**config.mk**
```make
export PLATFORM = sky130hd
export DESIGN_NAME = dac_sine_driver
export DESIGN_NICKNAME = d
export VERILOG_FILES = /design/src/rtl/sine_drv_pkg.sv /design/src/rtl/pace_counter.sv /design/src/rtl/sine_table_rom.sv /design/src/rtl/dac_code_reg.sv /design/src/rtl/dac_sine_driver.sv
export SDC_FILE = /design/constraint.sdc
export NUM_CORES = 1
export LEC_CHECK = 0
export BUFFER_PORTS_ARGS = -buffer_cell sky130_fd_sc_hd__buf_4
export CORE_MARGIN = 2
export CORE_UTILIZATION = 30
export CTS_CLUSTER_SIZE = 28
export DETAILED_ROUTE_END_ITERATION = 10
export GPL_TIMING_DRIVEN = 1
export SLEW_MARGIN = 20
export SYNTH_ARGS = -nofsm -noshare
export SYNTH_HDL_FRONTEND = slang
export SYNTH_SLANG_ARGS = --single-unit
```
**constraint.sdc**
```tcl
create_clock -name clk -period 1.5 [get_ports clk]
set_input_delay 0.3 -clock clk [delete_from_list [all_inputs] [get_ports clk]]
set_output_delay 0.3 -clock clk [all_outputs]
set_load 0.02 [all_outputs]
```
**src/rtl/sine_drv_pkg.sv**
```systemverilog
`timescale 1ns/1ps
package sine_drv_pkg;
  localparam int unsigned SMP_W  = 8;
  localparam int unsigned TBL_AW = 3;
  localparam int unsigned TBL_N  = 1 << TBL_AW;

  typedef logic [SMP_W-1:0]  smp_t;
  typedef logic [TBL_AW-1:0] tidx_t;

  localparam smp_t MID_CODE  = smp_t'(1 << (SMP_W - 1));
  localparam smp_t FULL_CODE = '1;

  // one sine period, offset binary, 2*pi/8 steps, amplitude 127 around 128
  function automatic smp_t sine_code(input tidx_t idx);
    smp_t v;
    case (idx)
      3'd0: v = 8'd128;
      3'd1: v = 8'd218;
      3'd2: v = 8'd255;
      3'd3: v = 8'd218;
      3'd4: v = 8'd128;
      3'd5: v = 8'd38;
      3'd6: v = 8'd1;
      default: v = 8'd38;
    endcase
    return v;
  endfunction
endpackage

```
**src/rtl/pace_counter.sv**
```systemverilog
`timescale 1ns/1ps
module pace_counter #(
  parameter int unsigned DIV = 100
) (
  input  logic clk,
  input  logic rst,
  output logic last_o
);
  localparam int unsigned CW = (DIV > 1) ? $clog2(DIV) : 1;
  localparam logic [CW-1:0] LAST = CW'(DIV - 1);

  logic [CW-1:0] cnt_q;

  always_ff @(posedge clk) begin
    if (rst)                cnt_q <= '0;
    else if (cnt_q == LAST) cnt_q <= '0;
    else                    cnt_q <= cnt_q + 1'b1;
  end

  assign last_o = (cnt_q == LAST);
endmodule

```
**src/rtl/sine_table_rom.sv**
```systemverilog
`timescale 1ns/1ps
module sine_table_rom
  import sine_drv_pkg::*;
(
  input  logic clk,
  input  logic rst,
  input  logic step_i,
  output smp_t code_o
);
  tidx_t idx_q;

  always_ff @(posedge clk) begin
    if (rst)         idx_q <= '0;
    else if (step_i) idx_q <= idx_q + 1'b1;
  end

  assign code_o = sine_code(idx_q);
endmodule

```
**src/rtl/dac_code_reg.sv**
```systemverilog
`timescale 1ns/1ps
module dac_code_reg
  import sine_drv_pkg::*;
(
  input  logic clk,
  input  logic rst,
  input  smp_t code_i,
  output smp_t dac_o
);
  always_ff @(posedge clk) begin
    if (rst) dac_o <= FULL_CODE - MID_CODE;
    else     dac_o <= FULL_CODE - code_i;
  end
endmodule

```
**src/rtl/dac_sine_driver.sv**
```systemverilog
`timescale 1ns/1ps
module dac_sine_driver
  import sine_drv_pkg::*;
#(
  parameter int unsigned SAMPLE_DIV = 100,
  parameter int unsigned INTERP     = 4
) (
  input  logic       clk,
  input  logic       rst,
  input  logic [7:0] filt_dout,
  output logic [7:0] filt_din,
  output logic       filt_in_vld,
  output logic       filt_out_rdy,
  output logic [7:0] dac_a_data,
  output logic       dac_a_clk,
  output logic       dac_a_wr,
  output logic [7:0] dac_b_data,
  output logic       dac_b_clk,
  output logic       dac_b_wr,
  output logic       dac_mode,
  output logic       dac_sleep
);
  localparam int unsigned READY_DIV = SAMPLE_DIV / INTERP;

  logic smp_last;
  logic rdy_last;
  smp_t tbl_code;
  smp_t chb_code;
  smp_t din_q;

  pace_counter #(.DIV(SAMPLE_DIV)) u_smp_cnt (
    .clk(clk), .rst(rst), .last_o(smp_last)
  );

  pace_counter #(.DIV(READY_DIV)) u_rdy_cnt (
    .clk(clk), .rst(rst), .last_o(rdy_last)
  );

  sine_table_rom u_rom (
    .clk(clk), .rst(rst), .step_i(smp_last), .code_o(tbl_code)
  );

  // offset binary to two's complement for the filter
  always_ff @(posedge clk) begin
    if (rst) din_q <= '0;
    else     din_q <= tbl_code - MID_CODE;
  end

  // two's complement back to offset binary for channel B
  assign chb_code = smp_t'(filt_dout) + MID_CODE;

  dac_code_reg u_cha (
    .clk(clk), .rst(rst), .code_i(tbl_code), .dac_o(dac_a_data)
  );

  dac_code_reg u_chb (
    .clk(clk), .rst(rst), .code_i(chb_code), .dac_o(dac_b_data)
  );

  assign filt_din     = din_q;
  assign filt_in_vld  = smp_last;
  assign filt_out_rdy = rdy_last;

  assign dac_a_clk = ~clk;
  assign dac_a_wr  = ~clk;
  assign dac_b_clk = ~clk;
  assign dac_b_wr  = ~clk;
  assign dac_mode  = 1'b0;
  assign dac_sleep = 1'b0;
endmodule

```
=== Yosys cells after proc, flatten, opt, wreduce, memory -nomap -nowiden ===
Cells that the tools add are included.

* Flip-flop bits (word level): 39
* Bits in latches: 0
* Memory bits (writable): 0
* Bits in read-only memories: 0
* Input port bits: 10
* Output and inout port bits: 32
* Word-level logic and storage cells: 27
* Memories: 0

* $add $sub $neg: 7
* Multiply operators: 0
* Div/mod/pow operators: 0
* $lt $le $gt $ge: 0
* Eq/ne operators: 7
* Shift operators: 0
* Muxes and demuxes: 1
* Bitwise logic cells: 1
* Reductions and logical operators: 5

{| class="wikitable"
|+ Operators by type and width
! cell !! count
|-
| $pmux 8 s4 || 1
|-
| $sub 8x8->8 const A || 2
|-
| $add 8x8->8 const B || 1
|-
| $reduce_or 2->1 || 4
|-
| $sub 8x8->8 const B || 1
|-
| $add 7x1->7 const B || 1
|-
| $eq 7x7->1 const B || 1
|-
| $eq 3x2->1 const B || 2
|-
| $eq 3x3->1 const B || 2
|-
| $add 5x1->5 const B || 1
|-
| $eq 5x5->1 const B || 1
|-
| $add 3x1->3 const B || 1
|-
| $eq 3x1->1 const B || 1
|-
| $logic_not 3->1 || 1
|-
| $not 1->1 || 1
|}

=== Longest topological paths before layout ===
* Depth after elaboration: 4
* Mapped depth: 5
* Gate-level depth less buffers: 5

=== By module ===
Synthesis repeated with hierarchy kept, for this count alone.

* Cell total of the unflattened synthesis: 138
* Area, all modules: 1,467.7 um^2

{| class="wikitable"
|+ Modules (own cells, without submodules)
! module !! times used !! cells each !! area an instance (um^2) !! seq. area each (um^2)
|-
| dac_code_reg || 2 || 16 || 207.7 || 160.2
|-
| pace_counter (u_smp_cnt) || 1 || 33 || 306.5 || 140.1
|-
| pace_counter (u_rdy_cnt) || 1 || 23 || 270.3 || 100.1
|-
| dac_sine_driver || 1 || 24 || 256.5 || 160.2
|-
| sine_table_rom || 1 || 26 || 219.0 || 60.1
|}

==> impl_metrics.env <==
export IMPL_multi_input_area_um2=536
export IMPL_dpl_instance_area_um2=1610
export IMPL_crit_path_end="filt_in_vld"
export IMPL_vias=967
export IMPL_numCtsBuffers=5
export IMPL_startpoint_type="register"
export IMPL_pwr_share_seq_pct=40.1
export IMPL_violations="setup timing"
export IMPL_grt_pass1_wl_um=4060
export IMPL_die_y_um=69.8
export IMPL_status="finished, violations left"
export IMPL_port_buffers=39
export IMPL_start_util_pct=31.8
export IMPL_dieArea_um2=4870
export IMPL_postLayoutCellArea_um2=1780
export IMPL_ctsHoldBuffers=0
export IMPL_cts_tree="yes"
export IMPL_power_internal_uw=1580
export IMPL_synth_edf_count=0
export IMPL_synth_top_area_share_pct=49.4
export IMPL_crit_path_start="u_smp_cnt.cnt_q[3]"
export IMPL_fmax_mhz=594
export IMPL_clock_latency_ns=0.38
export IMPL_syn2layout_area_growth_pct=37.0
export IMPL_fillCellCount=408
export IMPL_hold_viol_final=0
export IMPL_gp_congestion=0.699
export IMPL_p_total_uw=2220
export IMPL_r2r_start="u_smp_cnt.cnt_q[3]"
export IMPL_wl_met3_um=206
export IMPL_p_sw_share_pct=28.8
export IMPL_ys_types=28
export IMPL_highest_signal_layer="met4"
export IMPL_p_comb_share_pct=5.1
export IMPL_rows=23
export IMPL_yosysSeqAreaShare_pct=49.4
export IMPL_drtAntennaViolNets=0
export IMPL_switchingPower_uw=639
export IMPL_routed_wl_met2_um=1170
export IMPL_postSynthAreaPerCell_um2=10.2
export IMPL_htree_levels=2
export IMPL_drt_total_wl_um=2310
export IMPL_seqCellArea_um2=646
export IMPL_synthTopCellsByCount="dfxtp_1, buf_4, nand2b_1"
export IMPL_power_density_nw_per_um2=1250
export IMPL_cellLeakagePower_uw=0.000818
export IMPL_first_pass_iters=4
export IMPL_wl_met1_um=909
export IMPL_drt_initial_drc_count=38
export IMPL_post_synth_top_area_cell="dfxtp_1"
export IMPL_setup_viol_count_final=3
export IMPL_first_global_vias=956
export IMPL_clkPwrFrac_pct=54.8
export IMPL_fin_nets=191
export IMPL_antenna_found_initial=0
export IMPL_io_pins=42
export IMPL_final_setup_skew_ns=0.116
export IMPL_maxCapViolations=0
export IMPL_async_flop_share_pct=0
export IMPL_ff2ff_setup_slack_ns=-0.03
export IMPL_synth_seq_cells=32
export IMPL_fin_ws_ns=-0.182
export IMPL_cts_root_buf="clkbuf_8"
export IMPL_ir_drop_v=0.000457
export IMPL_gr_total_overflow=0
export IMPL_critical_path_required_ns=1.20
export IMPL_synth_ff_type="dfxtp_1"
export IMPL_critPathArrivalTime_ns=1.38
export IMPL_synth_cell_area_um2=1300
export IMPL_endpoint_kind="primary output"
export IMPL_via_per_inst=4.32
export IMPL_finalCritPeriodShare_pct=112
export IMPL_grt_max_degree=31
export IMPL_synth_warnings=0
export IMPL_diodes=0
export IMPL_rsz0062_at_grt="true"
export IMPL_hpwl_um=1660
export IMPL_reg2reg_to="u_rom.idx_q[0]"
export IMPL_setup_tns_ns=-0.218
export IMPL_grt_usage_pct=10.5
export IMPL_drv_slew=0
export IMPL_worstPathMaxFanout=2
export IMPL_min_period_ns=1.68
export IMPL_hp_class="input port to register"
export IMPL_worstRegToRegCells=4
export IMPL_drive_above_1_share_pct=41.4
export IMPL_cts_buffer_depth=2
export IMPL_clkTransAtPathRegs_ns=0.06
export IMPL_synth_most_common_cell="dfxtp_1"
export IMPL_criticalPathCategory="register to primary output"
export IMPL_synth_area_top_cells="dfxtp_1, ha_1, buf_4, nand2b_1, nor2_1"
export IMPL_syn_instance_count=127
export IMPL_wire_per_inst_um=10.3
export IMPL_dieWidth_um=69.8
export IMPL_drc=0
export IMPL_fp_coreArea_um2=4090
-- critical path, cell delays in order (launching register included) --
cell and delay, ns:
dfxtp_2 0.32, or4b_4 0.57, nor2_8 0.11, buf_6 0.12
-- what timing repair did --
item | 4_1_cts | 5_1_grt
pin swaps | 2 | 2
setup endpoints to repair | 6 | 16
setup buffers | 4 | 0
gates resized for setup | 12 | 8
-- state kept, by name, summed over array words and instances, names as in the netlist --
signal and cells:
u_cha.dac_o 5, u_smp_cnt.cnt_q 7, u_chb.dac_o 8, u_rom.idx_q 3, filt_din 4, u_rdy_cnt.cnt_q 5
-- per-stage QoR --
stage / instances / worst slack [ns] / hold slack [ns] / util [%]
2_1_floorplan: 128 / -0.0209 / 0.373 / -
3_3_place_gp: 209 / 0.0501 / 0.445 / 39.3
3_5_place_dp: 209 / 0.0369 / 0.459 / 39.3
4_1_cts: 224 / -0.217 / 0.189 / 43.1
5_1_grt: 224 / -0.239 / 0.180 / 43.5
6_report: 224 / -0.182 / 0.195 / 43.5
-- final cells by class --
class	instances	area share (%)
Inverter	7	1.48
Clock inverter	4	0.844
Timing Repair Buffer	45	19.6
Sequential cell	32	36.3
Multi-Input combinational cell	73	30.1
Clock buffer	13	8.09
Tap cell	50	3.52
-- per-layer routing --
| metal | up-vias | GRT usage [%] |
|---|---|---|
| li1 | 490 | - |
| met1 | 436 | 10.9 |
| met2 | 37 | 16.9 |
| met3 | 4 | 5.96 |
| met4 | 0 | 5.56 |
| met5 | - | 0 |
-- how the worst min path moves through the flow --
stage                       startpoint  cells after the start  slack [ns]                  to
detailed placement  u_rdy_cnt.cnt_q[0]                      1        0.46  u_rdy_cnt.cnt_q[0]
global placement    u_rdy_cnt.cnt_q[0]                      1        0.44  u_rdy_cnt.cnt_q[0]
floorplan                 filt_dout[0]                      1        0.37      u_chb.dac_o[0]
CTS                       filt_dout[0]                      2        0.19      u_chb.dac_o[0]
global route              filt_dout[6]                      2        0.18      u_chb.dac_o[6]
finish                    filt_dout[0]                      2        0.19      u_chb.dac_o[0]
-- cells by family after synthesis --
logic type | share of synthesized area, %
and+or+nand+nor | 19.6
other | 0.289
DFF | 49.4
adders and majority gates | 7.71
muxes | 1.93
AOI/OAI and AO/OA | 6.94
buffers and inverters | 10.1
xor gates and xnor gates | 4.05
-- power by group through the flow --
| stage | Sequential [uW] | Combinational (uW) | Clock (uW) |
|---|---|---|---|
| final | 891 | 114 | 1220 |
| after CTS | 890 | 115 | 1250 |
| after floorplan | 922 | 53.0 | 298 |
| after global placement | 907 | 108 | 338 |
| after global routing | 893 | 128 | 1320 |
| after detailed placement | 908 | 111 | 338 |
-- placed cells by master (no fill, tap or decap), types with 2 or more instances in the layout --
master    count
inv_1         6
o21ai_0       3
nor2b_1       4
ha_1          7
buf_4        43
conb_1        2
or3_1         2
clkbuf_8      4
buf_6         7
nand3_1       5
a211oi_1      2
clkbuf_1      3
nor2_1       10
o21bai_1      3
inv_2         5
nor3_1        4
xor2_1        4
dfxtp_2       4
nand2b_1     11
xnor2_1       2
o21ba_2       2
dfxtp_1      28
Power figures use the tool's default switching activity.
